[config.mk]
export PLATFORM = sky130hd
export DESIGN_NAME = pixburst_wr_master
export DESIGN_NICKNAME = d
export VERILOG_FILES = /design/src/rtl/pixburst_pkg.sv /design/src/rtl/pixburst_packer.sv /design/src/rtl/pixburst_fifo.sv /design/src/rtl/pixburst_burst_ctl.sv /design/src/rtl/pixburst_wr_master.sv
export SDC_FILE = /design/constraint.sdc
export NUM_CORES = 1
export LEC_CHECK = 0
export ABC_AREA = 1
export BUFFER_PORTS_ARGS = -buffer_cell sky130_fd_sc_hd__buf_2
export CORE_AREA = 3 3 447 449
export CTS_CLUSTER_SIZE = 10
export DETAILED_ROUTE_END_ITERATION = 7
export DIE_AREA = 0 0 450 452
export PLACE_DENSITY_LB_ADDON = 0.25
export SLEW_MARGIN = 30
export SYNTH_ARGS = -nofsm -noshare
export SYNTH_HDL_FRONTEND = slang
export SYNTH_HIERARCHICAL = 1
export SYNTH_SLANG_ARGS = --single-unit
[constraint.sdc]
create_clock -name clk -period 5 [get_ports clk]
set_input_delay 0.25 -clock clk [delete_from_list [all_inputs] [get_ports clk]]
set_output_delay 0.25 -clock clk [all_outputs]
set_load 0.02 [all_outputs]
[src/rtl/pixburst_pkg.sv]
package pixburst_pkg;
  localparam int unsigned BYTES_PER_WORD = 4;
  typedef enum logic [1:0] {
    ST_IDLE  = 2'd0,
    ST_REQ   = 2'd1,
    ST_BURST = 2'd2
  } mst_state_e;
endpackage

[src/rtl/pixburst_packer.sv]
module pixburst_packer #(
  parameter int DATA_W = 32
) (
  input  logic              clk,
  input  logic              rst,
  input  logic              in_valid,
  input  logic [7:0]        in_byte,
  input  logic              in_sof,
  output logic              out_valid,
  output logic [DATA_W-1:0] out_word
);
  localparam int LANES  = DATA_W / 8;
  localparam int LANE_W = $clog2(LANES);

  logic [LANE_W-1:0] lane_q;
  logic [LANE_W-1:0] eff_lane;
  logic [DATA_W-1:0] word_q;
  logic [DATA_W-1:0] merged;

  // frame start restarts packing at lane 0
  assign eff_lane = in_sof ? '0 : lane_q;

  always_comb begin
    merged = word_q;
    merged[{eff_lane, 3'b000} +: 8] = in_byte;
  end

  always_ff @(posedge clk) begin
    if (rst) begin
      lane_q    <= '0;
      word_q    <= '0;
      out_valid <= 1'b0;
      out_word  <= '0;
    end else begin
      out_valid <= 1'b0;
      if (in_valid) begin
        word_q <= merged;
        if (eff_lane == LANE_W'(LANES - 1)) begin
          lane_q    <= '0;
          out_valid <= 1'b1;
          out_word  <= merged;
        end else begin
          lane_q <= eff_lane + LANE_W'(1);
        end
      end else if (in_sof) begin
        lane_q <= '0;
      end
    end
  end

  // a word only completes on a cycle that carried a byte
  p_word_from_byte_r1: assert property (@(posedge clk) disable iff (rst)
    out_valid |-> $past(in_valid))
    else $error("packed word without an input byte");
endmodule

[src/rtl/pixburst_fifo.sv]
module pixburst_fifo #(
  parameter int DATA_W = 32,
  parameter int DEPTH  = 32
) (
  input  logic                       clk,
  input  logic                       rst,
  input  logic                       push,
  input  logic [DATA_W-1:0]          push_data,
  input  logic                       pop,
  output logic [DATA_W-1:0]          head,
  output logic [$clog2(DEPTH+1)-1:0] count
);
  localparam int PTR_W = $clog2(DEPTH);
  localparam int CNT_W = $clog2(DEPTH + 1);

  logic [DATA_W-1:0] mem [DEPTH];
  logic [PTR_W-1:0]  wr_ptr, rd_ptr;
  logic              do_push, do_pop;

  assign do_push = push && (count != CNT_W'(DEPTH));
  assign do_pop  = pop && (count != '0);
  assign head    = mem[rd_ptr];

  always_ff @(posedge clk) begin
    if (do_push) mem[wr_ptr] <= push_data;
  end

  always_ff @(posedge clk) begin
    if (rst) begin
      wr_ptr <= '0;
      rd_ptr <= '0;
      count  <= '0;
    end else begin
      if (do_push) wr_ptr <= (wr_ptr == PTR_W'(DEPTH - 1)) ? '0 : wr_ptr + PTR_W'(1);
      if (do_pop)  rd_ptr <= (rd_ptr == PTR_W'(DEPTH - 1)) ? '0 : rd_ptr + PTR_W'(1);
      case ({do_push, do_pop})
        2'b10:   count <= count + CNT_W'(1);
        2'b01:   count <= count - CNT_W'(1);
        default: count <= count;
      endcase
    end
  end

  p_fifo_bound_r3: assert property (@(posedge clk) disable iff (rst)
    count <= CNT_W'(DEPTH))
    else $error("fifo count above depth");

  // the controller never pops an empty queue
  p_pop_nonempty_r12: assert property (@(posedge clk) disable iff (rst)
    pop |-> (count != '0))
    else $error("pop from empty fifo");
endmodule

[src/rtl/pixburst_burst_ctl.sv]
module pixburst_burst_ctl
  import pixburst_pkg::*;
#(
  parameter int                ADDR_W         = 32,
  parameter int                DATA_W         = 32,
  parameter logic [ADDR_W-1:0] BASE_ADDR      = 'h0010_0000,
  parameter int                FRAME_WORDS    = 153600,
  parameter int                BURST_WORDS    = 8,
  parameter int                TIMEOUT_CYCLES = 16,
  parameter int                CNT_W          = 6
) (
  input  logic                clk,
  input  logic                rst,
  input  logic [CNT_W-1:0]    fifo_count,
  input  logic [DATA_W-1:0]   fifo_head,
  output logic                fifo_pop,
  input  logic                grant,
  input  logic                ack,
  input  logic                retry,
  input  logic                err,
  input  logic                err_clr,
  output logic                req,
  output logic                select,
  output logic                lock,
  output logic                seq,
  output logic [DATA_W/8-1:0] be,
  output logic [ADDR_W-1:0]   addr,
  output logic [DATA_W-1:0]   wdata,
  output logic                err_flag
);
  localparam int BEAT_W = $clog2(BURST_WORDS + 1);
  localparam int IDX_W  = $clog2(FRAME_WORDS);
  localparam int TO_W   = $clog2(TIMEOUT_CYCLES);
  localparam int WORD_BYTES = DATA_W / 8;

  mst_state_e        state;
  logic [BEAT_W-1:0] beats_left;
  logic [IDX_W-1:0]  word_idx;
  logic [ADDR_W-1:0] addr_q;
  logic [TO_W-1:0]   wait_q;
  logic              err_q;
  logic              in_burst, timeout_hit, abort, last_beat;

  assign in_burst    = (state == ST_BURST);
  assign last_beat   = (beats_left == BEAT_W'(1));
  assign timeout_hit = in_burst && !ack && !retry && !err &&
                       (wait_q == TO_W'(TIMEOUT_CYCLES - 1));
  assign abort       = in_burst && (err || timeout_hit);
  assign fifo_pop    = in_burst && ack && !retry && !err;

  assign req      = (state == ST_REQ);
  assign select   = in_burst;
  assign lock     = in_burst;
  assign seq      = in_burst && !last_beat;
  assign be       = {WORD_BYTES{in_burst}};
  assign addr     = in_burst ? addr_q : '0;
  assign wdata    = in_burst ? fifo_head : '0;
  assign err_flag = err_q;

  always_ff @(posedge clk) begin
    if (rst) begin
      state      <= ST_IDLE;
      beats_left <= '0;
      word_idx   <= '0;
      addr_q     <= BASE_ADDR;
      wait_q     <= '0;
      err_q      <= 1'b0;
    end else begin
      if (abort)        err_q <= 1'b1;
      else if (err_clr) err_q <= 1'b0;
      case (state)
        ST_IDLE: begin
          if (!err_q && fifo_count >= CNT_W'(BURST_WORDS)) begin
            state      <= ST_REQ;
            beats_left <= BEAT_W'(BURST_WORDS);
          end
        end
        ST_REQ: begin
          if (grant) begin
            state  <= ST_BURST;
            wait_q <= '0;
          end
        end
        ST_BURST: begin
          if (abort) begin
            state <= ST_IDLE;
          end else if (retry) begin
            state <= ST_REQ;
          end else if (ack) begin
            wait_q     <= '0;
            beats_left <= beats_left - BEAT_W'(1);
            if (last_beat) state <= ST_IDLE;
            if (word_idx == IDX_W'(FRAME_WORDS - 1)) begin
              word_idx <= '0;
              addr_q   <= BASE_ADDR;
            end else begin
              word_idx <= word_idx + IDX_W'(1);
              addr_q   <= addr_q + ADDR_W'(WORD_BYTES);
            end
          end else begin
            wait_q <= wait_q + TO_W'(1);
          end
        end
        default: state <= ST_IDLE;
      endcase
    end
  end

  // independent count of silent selected cycles, used only by the checks
  logic [TO_W:0] silent_q;
  always_ff @(posedge clk) begin
    if (rst) silent_q <= '0;
    else if (select && !ack && !retry && !err) silent_q <= silent_q + (TO_W+1)'(1);
    else silent_q <= '0;
  end

  p_req_hold_r2: assert property (@(posedge clk) disable iff (rst)
    req && !grant |=> req)
    else $error("request dropped before grant");

  p_grant_take_r2: assert property (@(posedge clk) disable iff (rst)
    req && grant |=> !req && select && lock && (be == '1))
    else $error("ownership not taken after grant");

  p_addr_step_r4: assert property (@(posedge clk) disable iff (rst)
    select && ack && !retry && !err && seq |=>
      select && ((addr == $past(addr) + ADDR_W'(WORD_BYTES)) || (addr == BASE_ADDR)))
    else $error("address did not step by one word");

  p_last_release_r5: assert property (@(posedge clk) disable iff (rst)
    select && ack && !retry && !err && !seq |=> !select && !lock)
    else $error("bus held after final beat");

  p_idle_quiet_r6: assert property (@(posedge clk) disable iff (rst)
    !select |-> (wdata == '0) && (addr == '0) && (be == '0) && !lock && !seq)
    else $error("bus driven while not selected");

  p_retry_back_r7: assert property (@(posedge clk) disable iff (rst)
    select && retry && !err |=> req && !select)
    else $error("no re-request after retry");

  p_error_abort_r8: assert property (@(posedge clk) disable iff (rst)
    select && err |=> !select && !req && err_flag)
    else $error("error did not abort");

  p_timeout_bound_r9: assert property (@(posedge clk) disable iff (rst)
    select |-> (silent_q < (TO_W+1)'(TIMEOUT_CYCLES)))
    else $error("selected too long without response");

  p_flag_blocks_r10: assert property (@(posedge clk) disable iff (rst)
    err_flag |-> !req)
    else $error("request raised while error flag set");
endmodule

[src/rtl/pixburst_wr_master.sv]
module pixburst_wr_master
  import pixburst_pkg::*;
#(
  parameter int                ADDR_W         = 32,
  parameter logic [ADDR_W-1:0] BASE_ADDR      = 'h0010_0000,
  parameter int                FRAME_COLS     = 640,
  parameter int                FRAME_ROWS     = 480,
  parameter int                PIX_BYTES      = 2,
  parameter int                BURST_WORDS    = 8,
  parameter int                FIFO_DEPTH     = 32,
  parameter int                TIMEOUT_CYCLES = 16
) (
  input  logic              clk,
  input  logic              rst,
  input  logic              cam_valid,
  input  logic [7:0]        cam_byte,
  input  logic              cam_sof,
  input  logic              bus_grant,
  input  logic              slv_ack,
  input  logic              slv_retry,
  input  logic              slv_err,
  input  logic              err_clr,
  output logic              bus_req,
  output logic              bus_select,
  output logic              bus_lock,
  output logic              bus_seq,
  output logic [3:0]        bus_be,
  output logic [ADDR_W-1:0] bus_addr,
  output logic [31:0]       bus_wdata,
  output logic              err_flag
);
  localparam int DATA_W      = 8 * BYTES_PER_WORD;
  localparam int FRAME_WORDS = (FRAME_COLS * FRAME_ROWS * PIX_BYTES) / BYTES_PER_WORD;
  localparam int CNT_W       = $clog2(FIFO_DEPTH + 1);

  logic              pk_valid;
  logic [DATA_W-1:0] pk_word;
  logic [DATA_W-1:0] q_head;
  logic [CNT_W-1:0]  q_count;
  logic              q_pop;

  pixburst_packer #(.DATA_W(DATA_W)) u_packer (
    .clk       (clk),
    .rst       (rst),
    .in_valid  (cam_valid),
    .in_byte   (cam_byte),
    .in_sof    (cam_sof),
    .out_valid (pk_valid),
    .out_word  (pk_word)
  );

  pixburst_fifo #(.DATA_W(DATA_W), .DEPTH(FIFO_DEPTH)) u_fifo (
    .clk       (clk),
    .rst       (rst),
    .push      (pk_valid),
    .push_data (pk_word),
    .pop       (q_pop),
    .head      (q_head),
    .count     (q_count)
  );

  pixburst_burst_ctl #(
    .ADDR_W         (ADDR_W),
    .DATA_W         (DATA_W),
    .BASE_ADDR      (BASE_ADDR),
    .FRAME_WORDS    (FRAME_WORDS),
    .BURST_WORDS    (BURST_WORDS),
    .TIMEOUT_CYCLES (TIMEOUT_CYCLES),
    .CNT_W          (CNT_W)
  ) u_ctl (
    .clk        (clk),
    .rst        (rst),
    .fifo_count (q_count),
    .fifo_head  (q_head),
    .fifo_pop   (q_pop),
    .grant      (bus_grant),
    .ack        (slv_ack),
    .retry      (slv_retry),
    .err        (slv_err),
    .err_clr    (err_clr),
    .req        (bus_req),
    .select     (bus_select),
    .lock       (bus_lock),
    .seq        (bus_seq),
    .be         (bus_be),
    .addr       (bus_addr),
    .wdata      (bus_wdata),
    .err_flag   (err_flag)
  );
endmodule

==> summary.md, run 1 <==
| Metric | Value |
|---|---|
| Post-Layout Cell Count | `7400` |
| Number of clock buffers inserted by TritonCTS | `136` |
| Number of port buffers | `87` |
| 1st-pass router iterations | `6` |
| Cell with the largest stage delay on the worst path | `sky130_fd_sc_hd__a21oi_1` |
| Clock tree from TritonCTS | `yes` |
| Most frequent standard cell in the layout excluding fill and tap cells | `sky130_fd_sc_hd__nand2_1` |
| Root buf cell | `sky130_fd_sc_hd__clkbuf_16` |
| P&R area growth vs syn | `15.3%` |
| Final Hold Violating Endpoints | `0` |
| Number of antenna violations at the first check in global routing | `2` |
| Worst Hold End | `u_ctl/word_idx[12]` |
| Minimum setup slack in the final design | `0.869 ns` |
| Minimum clock period | `4.13 ns` |
| Critical path's largest stage delay | `0.60 ns` |
| Clk slew on worst S/H paths | `0.06 ns` |
| Dominant register cell in the synthesized netlist | `sky130_fd_sc_hd__edfxtp_1` |
| GRT Max-Usage Layer | `met2` |
| Met3 routing resource usage after global routing | `1.75%` |
| Max_slew headroom | `24.5%` |
| Critical Path End Type | `output pin` |
| Final setup skew | `0.0208 ns` |
| Leakage | `0.0205 uW` |
| Share of flip-flops with an asynchronous set or reset | `0%` |
| Path type of the worst min-delay path | `in2reg` |
| Worst hold path cell count | `5` |
| WL/cell | `20.4 um` |
| Setup slack at placement | `1.54 ns` |
| Startpoint of the worst hold path | `slv_err` |
| Worst-case reg-to-reg path depth | `8` |
| Total count of max-transition violations in the final report | `0` |
| Placed wire-length estimate | `79200 um` |
| Critical path class | `reg2out` |
| Register bit count reported by yosys | `1163` |
| Synthesized area per cell | `10.6 sq um` |
| CP startpoint kind | `flop` |
| Total routing resource utilization after global routing | `14.6%` |
| Reg2reg start | `u_packer/lane_q[0]` |
| Count of flip-flops with a built-in enable after synthesis | `1024` |
| Peak Freq | `242 MHz` |
| Starting Density | `24.9%` |
| Worst IR drop on VDD | `0.182 mV` |
| Post-synthesis sequential area ratio | `68.4%` |
| Total number of yosys warnings | `6` |
| Clock sink count | `1163` |
| Cells after Synth | `4625` |
| Post-layout power | `19700 uW` |
| Maximum count of clock buffers along a single path | `3` |
| DIE AREA | `203000 sq um` |
| Number of vias in the routed layout | `33700` |
| First-pass GRT wire length | `224000 um` |
| Number of max-cap violations | `0` |
| Share of cells above drive strength 1 | `9.00%` |
| Initial detailed-routing violation count | `2722` |
| Via count of the first global-routing pass | `32900` |
| Placed Cells | `7192` |
| Arrival time at the worst endpoint | `3.88 ns` |
| Standard-cell rows | `163` |
| Post-detailed-route count of antenna-violating nets | `0` |
| H-tree level count | `4` |
| GR Layer Usage met2 | `24.9%` |
| Netlist Area Pre-Place | `49000 sq um` |
| Most frequent cells in the layout | `sky130_fd_sc_hd__nand2_1, sky130_fd_sc_hd__edfxtp_1, sky130_fd_sc_hd__nand3_1` |
| Setup slack of the most critical reg-to-reg path | `1.70 ns` |
| Setup-failing EPs final | `0` |
| Wire length after detailed routing | `151000 um` |
| Slew @ Worst Pin | `1.13 ns` |
| Horizontal extent of the die | `450 um` |
| Sum of negative setup slack | `0 ns` |
| End of the worst register-to-register path | `u_packer/out_word[2]` |
| Portion of the clock cycle consumed by the worst path in the final layout | `82.6%` |
| Utilization after layout | `28.8%` |
| I/O pin cnt | `90` |
| Post-CTS resize count | `0` |
| Total DRC errors in the routed layout | `0` |
| Overflow left after global routing | `0` |
| Series of cell instances along the critical path | `inv_16 -> buf_12 -> nand2_1 -> nand3_1 -> nand3_1 -> nand2_1 -> a21oi_1 -> a21oi_1 -> inv_1 -> nor2_1 -> buf_2` |
| Status | `completed` |
| Net total in the final layout | `4743` |
| Unique cell type count in the Yosys netlist | `45` |
| Met1 usage in global routing | `19.6%` |
| Vias per cell | `4.55` |
| Worst Path Max Fanout | `173` |
| Die extent in y | `452 um` |
| Largest net degree at the start of global routing | `174` |
| Unrepaired setup endpoints after global routing | `false` |
| Routability congestion estimate | `0.741` |
| Worst-skew pair later-pin latency | `0.78 ns` |
| Area inside the core boundary | `197000 sq um` |
| Required time worst endpoint | `4.75 ns` |
| Power density over the cells | `349 nW/um^2` |
what timing repair did:
| action | CTS | global route |
|---|---|---|
| hold buffers | 16 | 0 |
| setup buffers | 0 | 0 |
| hold endpoints to repair | 60 | 0 |
| endpoints found under the setup margin | 0 | 0 |
critical path, delay by kind of cell (launching register included):
| family | cells | cell delay, ns |
|---|---|---|
| buffers and inverters | 4 | 1.31 |
| AOI/OAI and AO/OA | 2 | 0.66 |
| DFF | 1 | 0.54 |
| and+or+nand+nor | 5 | 0.48 |
metrics by stage:
stage / hold WS, ns / cell area (sq um)
floorplan: 0.413 / 49000
global placement: 0.466 / 52400
detailed placement: 0.460 / 52600
CTS: 0.0808 / 56500
global route: 0.157 / 56500
finish: 0.138 / 56500
worst max path at each step:
stage / startpoint / to / slack [ns] / cells after the start
after floorplan: u_fifo/count[0] / u_fifo/mem[7][0] / 1.60 / 4
after global placement: flop / bus_wdata[10] / 1.50 / 11
after detailed placement: flop / bus_wdata[10] / 1.54 / 11
after CTS: flop / bus_wdata[10] / 0.70 / 11
after global routing: flop / bus_wdata[10] / 0.53 / 11
final: flop / bus_wdata[21] / 0.87 / 11
Yosys cell counts (2+ instances only):
master	number	share of area, %
sky130_fd_sc_hd__a21oi_1	239	2.4
sky130_fd_sc_hd__and3_1	3	0.038
sky130_fd_sc_hd__buf_1	16	0.12
sky130_fd_sc_hd__buf_2	127	1.3
sky130_fd_sc_hd__buf_4	41	0.63
sky130_fd_sc_hd__buf_6	31	0.71
sky130_fd_sc_hd__clkbuf_1	46	0.35
sky130_fd_sc_hd__clkinv_1	4	0.031
sky130_fd_sc_hd__dfxtp_1	139	5.7
sky130_fd_sc_hd__edfxtp_1	1024	63
sky130_fd_sc_hd__ha_1	20	0.51
sky130_fd_sc_hd__inv_1	214	1.6
sky130_fd_sc_hd__inv_2	8	0.061
sky130_fd_sc_hd__nand2_1	1438	11
sky130_fd_sc_hd__nand2_2	5	0.064
sky130_fd_sc_hd__nand2_4	3	0.069
sky130_fd_sc_hd__nand3_1	760	7.8
sky130_fd_sc_hd__nand4_1	29	0.37
sky130_fd_sc_hd__nor2_1	347	2.7
sky130_fd_sc_hd__nor2_2	5	0.064
sky130_fd_sc_hd__nor2_4	2	0.046
sky130_fd_sc_hd__nor3_1	28	0.29
sky130_fd_sc_hd__nor3_4	3	0.10
sky130_fd_sc_hd__nor3b_1	7	0.11
sky130_fd_sc_hd__o21ai_0	26	0.27
sky130_fd_sc_hd__o21ai_2	4	0.071
sky130_fd_sc_hd__o31ai_1	33	0.51
sky130_fd_sc_hd__xnor2_1	3	0.054
sky130_fd_sc_hd__xor2_1	4	0.071
report_power, final:
group          internal, uW  switching (uW)
Sequential            10400            23.4
Combinational          97.2             255
Clock                  5020            3900
Total                 15600            4180
cells by family after synthesis:
| group | Yosys count | share of synthesized area [%] |
|---|---|---|
| adders and majority gates | 20 | 0.510 |
| DFF | 1163 | 68.4 |
| xor gates and xnor gates | 7 | 0.125 |
| buffers and inverters | 489 | 4.89 |
| other | 1 | 0.00765 |
| AOI/OAI and AO/OA | 307 | 3.35 |
| and+or+nand+nor | 2638 | 22.7 |
sequential cells by signal (all words and copies together), names as in the netlist, 4 cells and up, named ones only:
| register | count |
|---|---|
| u_fifo/mem | 1024 |
| u_packer/out_word | 32 |
| u_ctl/addr_q | 30 |
| u_packer/word_q | 24 |
| u_ctl/word_idx | 18 |
| u_fifo/count | 6 |
| u_fifo/rd_ptr | 5 |
| u_fifo/wr_ptr | 5 |
| u_ctl/beats_left | 4 |
| u_ctl/wait_q | 4 |
area by class of cell:
| class | count | area [sq um] |
|---|---|---|
| Antenna cell | 2 | 5.00 |
| Clock buffer | 175 | 3590 |
| Clock inverter | 15 | 221 |
| Fill cell | 20300 | 140000 |
| Inverter | 227 | 887 |
| Multi-Input combinational cell | 2974 | 13400 |
| Sequential cell | 1163 | 33600 |
| Tap cell | 2640 | 3300 |
| Timing Repair Buffer | 204 | 1610 |
metal layers:
metal  vias to the layer above  wire [um]
met4                         0       2800
met2                       701      73500
li1                      16000          -
met1                     16900      68600
met3                       183       5750
met5                         -          0
Note: power is estimated with default switching activity, not from simulation.
==> run 2: changes to the inputs <==
==> constraint.sdc (replaced) <==
create_clock -name clk -period 3.41 [get_ports clk]
set_input_delay 0.1705 -clock clk [delete_from_list [all_inputs] [get_ports clk]]
set_output_delay 0.1705 -clock clk [all_outputs]
set_load 0.02 [all_outputs]
==> summary.md, run 2 (synthesized netlist as in run 1, its figures left out) <==
| Metric | Value |
|---|---|
| Status | `completed (unchanged)` |
| Minimum clock period | `3.30 ns` |
| Overflow left after global routing | `0 (unchanged)` |
| I/O pin cnt | `90 (unchanged)` |
| H-tree level count | `4 (unchanged)` |
| 1st-pass router iterations | `6 (unchanged)` |
| End of the worst register-to-register path | `u_ctl/wait_q[3] (was u_packer/out_word[2])` |
| Path type of the worst min-delay path | `in2reg (unchanged)` |
| First-pass GRT wire length | `226000 um (was 224000 um)` |
| Clk slew on worst S/H paths | `0.06 ns (about the same)` |
| Slew @ Worst Pin | `0.948 ns (was 1.13 ns)` |
| Net total in the final layout | `4808 (was 4743)` |
| Number of clock buffers inserted by TritonCTS | `137 (was 136)` |
| Final Hold Violating Endpoints | `0 (unchanged)` |
| Most frequent standard cell in the layout excluding fill and tap cells | `sky130_fd_sc_hd__nand2_1 (unchanged)` |
| Number of max-cap violations | `0 (unchanged)` |
| Share of cells above drive strength 1 | `10.7% (was 9.00%)` |
| Portion of the clock cycle consumed by the worst path in the final layout | `96.9%` |
| Area occupied by multi-input gates | `13400 sq um (about the same)` |
| Cell with the largest stage delay on the worst path | `sky130_fd_sc_hd__dfxtp_4 (was sky130_fd_sc_hd__a21oi_1)` |
| Critical path's largest stage delay | `0.53 ns (was 0.60 ns)` |
| Number of port buffers | `87 (unchanged)` |
| Worst-skew pair later-pin latency | `0.77 ns (was 0.78 ns)` |
| P&R area growth vs syn | `18.0% (was 15.3%)` |
| Leakage | `0.0212 uW (was 0.0205 uW)` |
| Number of gates on the worst path with buffers counted | `10 (was 11)` |
| Placed wire-length estimate | `82400 um (was 79200 um)` |
| Worst hold path cell count | `5 (unchanged)` |
| Maximum count of clock buffers along a single path | `3 (unchanged)` |
| Critical path class | `reg2out (unchanged)` |
| Worst-case reg-to-reg path depth | `10 (was 8)` |
| Total routing resource utilization after global routing | `14.8% (was 14.6%)` |
| Vias per cell | `4.56 (was 4.55)` |
| Destination of the critical timing path | `bus_wdata[6] (was bus_wdata[21])` |
| Series of cell instances along the critical path | `clkinv_16 -> buf_16 -> buf_16 -> nand2_1 -> a21oi_1 -> o31ai_1 -> a21oi_1 -> inv_1 -> nor2_1 -> buf_2 (was inv_16 -> buf_12 -> nand2_1 -> nand3_1 -> nand3_1 -> nand2_1 -> a21oi_1 -> a21oi_1 -> inv_1 -> nor2_1 -> buf_2)` |
| Number of antenna violations at the first check in global routing | `3 (was 2)` |
| Final setup skew | `0.0314 ns (was 0.0208 ns)` |
| Largest net degree at the start of global routing | `107 (was 174)` |
| Via count of the first global-routing pass | `33100 (was 32900)` |
| Reg2reg start | `u_ctl/state[0] (was u_packer/lane_q[0])` |
| Total count of max-transition violations in the final report | `0 (unchanged)` |
| Total DRC errors in the routed layout | `0 (unchanged)` |
| Clock tree from TritonCTS | `yes (unchanged)` |
| Number of vias in the routed layout | `34100 (was 33700)` |
| Peak Freq | `303 MHz` |
| Critical Path End Type | `output pin (unchanged)` |
| Arrival time at the worst endpoint | `3.13 ns (was 3.88 ns)` |
| Worst IR drop on VDD | `0.497 mV (was 0.182 mV)` |
| Top Registers | `u_fifo/mem x1024, u_packer/out_word x32, u_ctl/addr_q x30 (unchanged)` |
| Worst Path Max Fanout | `41 (was 173)` |
| Setup slack of the most critical reg-to-reg path | `0.61 ns (was 1.70 ns)` |
| Fill cell count | `20300 (about the same)` |
| Storage cell area | `33600 sq um (about the same)` |
| Most frequent cells in the layout | `sky130_fd_sc_hd__nand2_1, sky130_fd_sc_hd__edfxtp_1, sky130_fd_sc_hd__nand3_1 (unchanged)` |
| Flip-flop count of the largest register after layout | `1024 (unchanged)` |
| Wire length after detailed routing | `155000 um (was 151000 um)` |
| DIE AREA | `203000 sq um (unchanged)` |
| Setup-failing EPs final | `0 (unchanged)` |
| Die extent in y | `452 um (unchanged)` |
| Unrepaired setup endpoints after global routing | `true (was false)` |
| Standard-cell rows | `163 (unchanged)` |
| Starting Density | `24.9% (unchanged)` |
| Initial detailed-routing violation count | `2810 (was 2722)` |
| WL/cell | `20.7 um (was 20.4 um)` |
| Utilization after layout | `29.4% (was 28.8%)` |
| CP startpoint kind | `flop (unchanged)` |
| Clock sink count | `1163 (unchanged)` |
| Register name with the most flops | `u_fifo/mem (unchanged)` |
| Sum of negative setup slack | `0 ns (unchanged)` |
| Crit path buf inv count | `5 (was 4)` |
| Top delay family on crit path | `buffers and inverters (unchanged)` |
| Root buf cell | `sky130_fd_sc_hd__clkbuf_16 (unchanged)` |
| Max_slew headroom | `36.7% (was 24.5%)` |
| Post-detailed-route count of antenna-violating nets | `0 (unchanged)` |
| Power density over the cells | `506 nW/um^2 (was 349 nW/um^2)` |
| Required time worst endpoint | `3.24 ns (was 4.75 ns)` |
| Horizontal extent of the die | `450 um (unchanged)` |
| Routability congestion estimate | `0.757 (was 0.741)` |
| Area inside the core boundary | `197000 sq um (unchanged)` |
## run 2: cell types whose count changed in the layout (fill, tap and decap cells not counted), moves of 6 or more
cell                        change
sky130_fd_sc_hd__buf_6          +6
sky130_fd_sc_hd__a21oi_2        +9
sky130_fd_sc_hd__buf_12        +33
sky130_fd_sc_hd__buf_4         +12
sky130_fd_sc_hd__a21oi_1        -9
sky130_fd_sc_hd__clkbuf_16      +8
## run 2: worst min-delay path: stages
cell and delay (ns):
sky130_fd_sc_hd__buf_2 0.09, sky130_fd_sc_hd__inv_1 0.13, sky130_fd_sc_hd__nand2_8 0.22, sky130_fd_sc_hd__nor4_1 0.08, sky130_fd_sc_hd__nor2_1 0.09
## run 2: cell type report
type                            instances  area share (%)
Sequential cell                      1163            58.0
Multi-Input combinational cell       2974            23.1
Clock buffer                          184            6.41
Tap cell                             2640            5.71
Timing Repair Buffer                  266            4.75
Inverter                              227            1.55
Clock inverter                         17           0.411
Timing Repair inverter                  2          0.0346
Antenna cell                            2         0.00865
## run 2: worst min path at each step
stage                     startpoint                 end
after global routing       cam_valid  u_packer/out_valid
final                        slv_err  u_ctl/word_idx[12]
after floorplan              err_clr      u_ctl/err_flag
after detailed placement     err_clr      u_ctl/err_flag
after global placement       err_clr      u_ctl/err_flag
after CTS                    slv_err  u_ctl/word_idx[12]
## run 2: per-stage QoR
stage / hold WS (ns) / power [uW] / std cells / cell area [sq um] / setup WS [ns]
finish: 0.0603 / 29300 / 7475 / 57900 / 0.107
global route: 0.100 / 30200 / 7475 / 57900 / -0.0561
CTS: 0.0151 / 29700 / 7461 / 57600 / -0.0262
detailed placement: 0.435 / 16200 / 7231 / 53300 / 0.501
global placement: 0.429 / 16100 / 7231 / 53200 / 0.451
floorplan: 0.334 / 16000 / 4626 / 49000 / 0.00712
## run 2: layer usage
metal,wire length [um],global-route usage [%]
met5,0,0
met4,3670,4.14
met1,68700,19.4
met3,6470,2.02
met2,76100,25.6
## run 2: what timing repair did
action,4_1_cts,5_1_grt
resized for setup,18,20
endpoints found under the setup margin,31,24
buffers inserted,7,7
endpoints found under the hold margin,82,0
hold buffers,18,0
cloned,4,5
## run 2: report_power, final
group	total [uW]	internal (uW)	leakage, uW	switching (uW)
Sequential	15400	15300	0.0108	35.6
Combinational	525	146	0.00850	378
Clock	13400	7660	0.00191	5740
Total	29300	23100	0.0212	6150
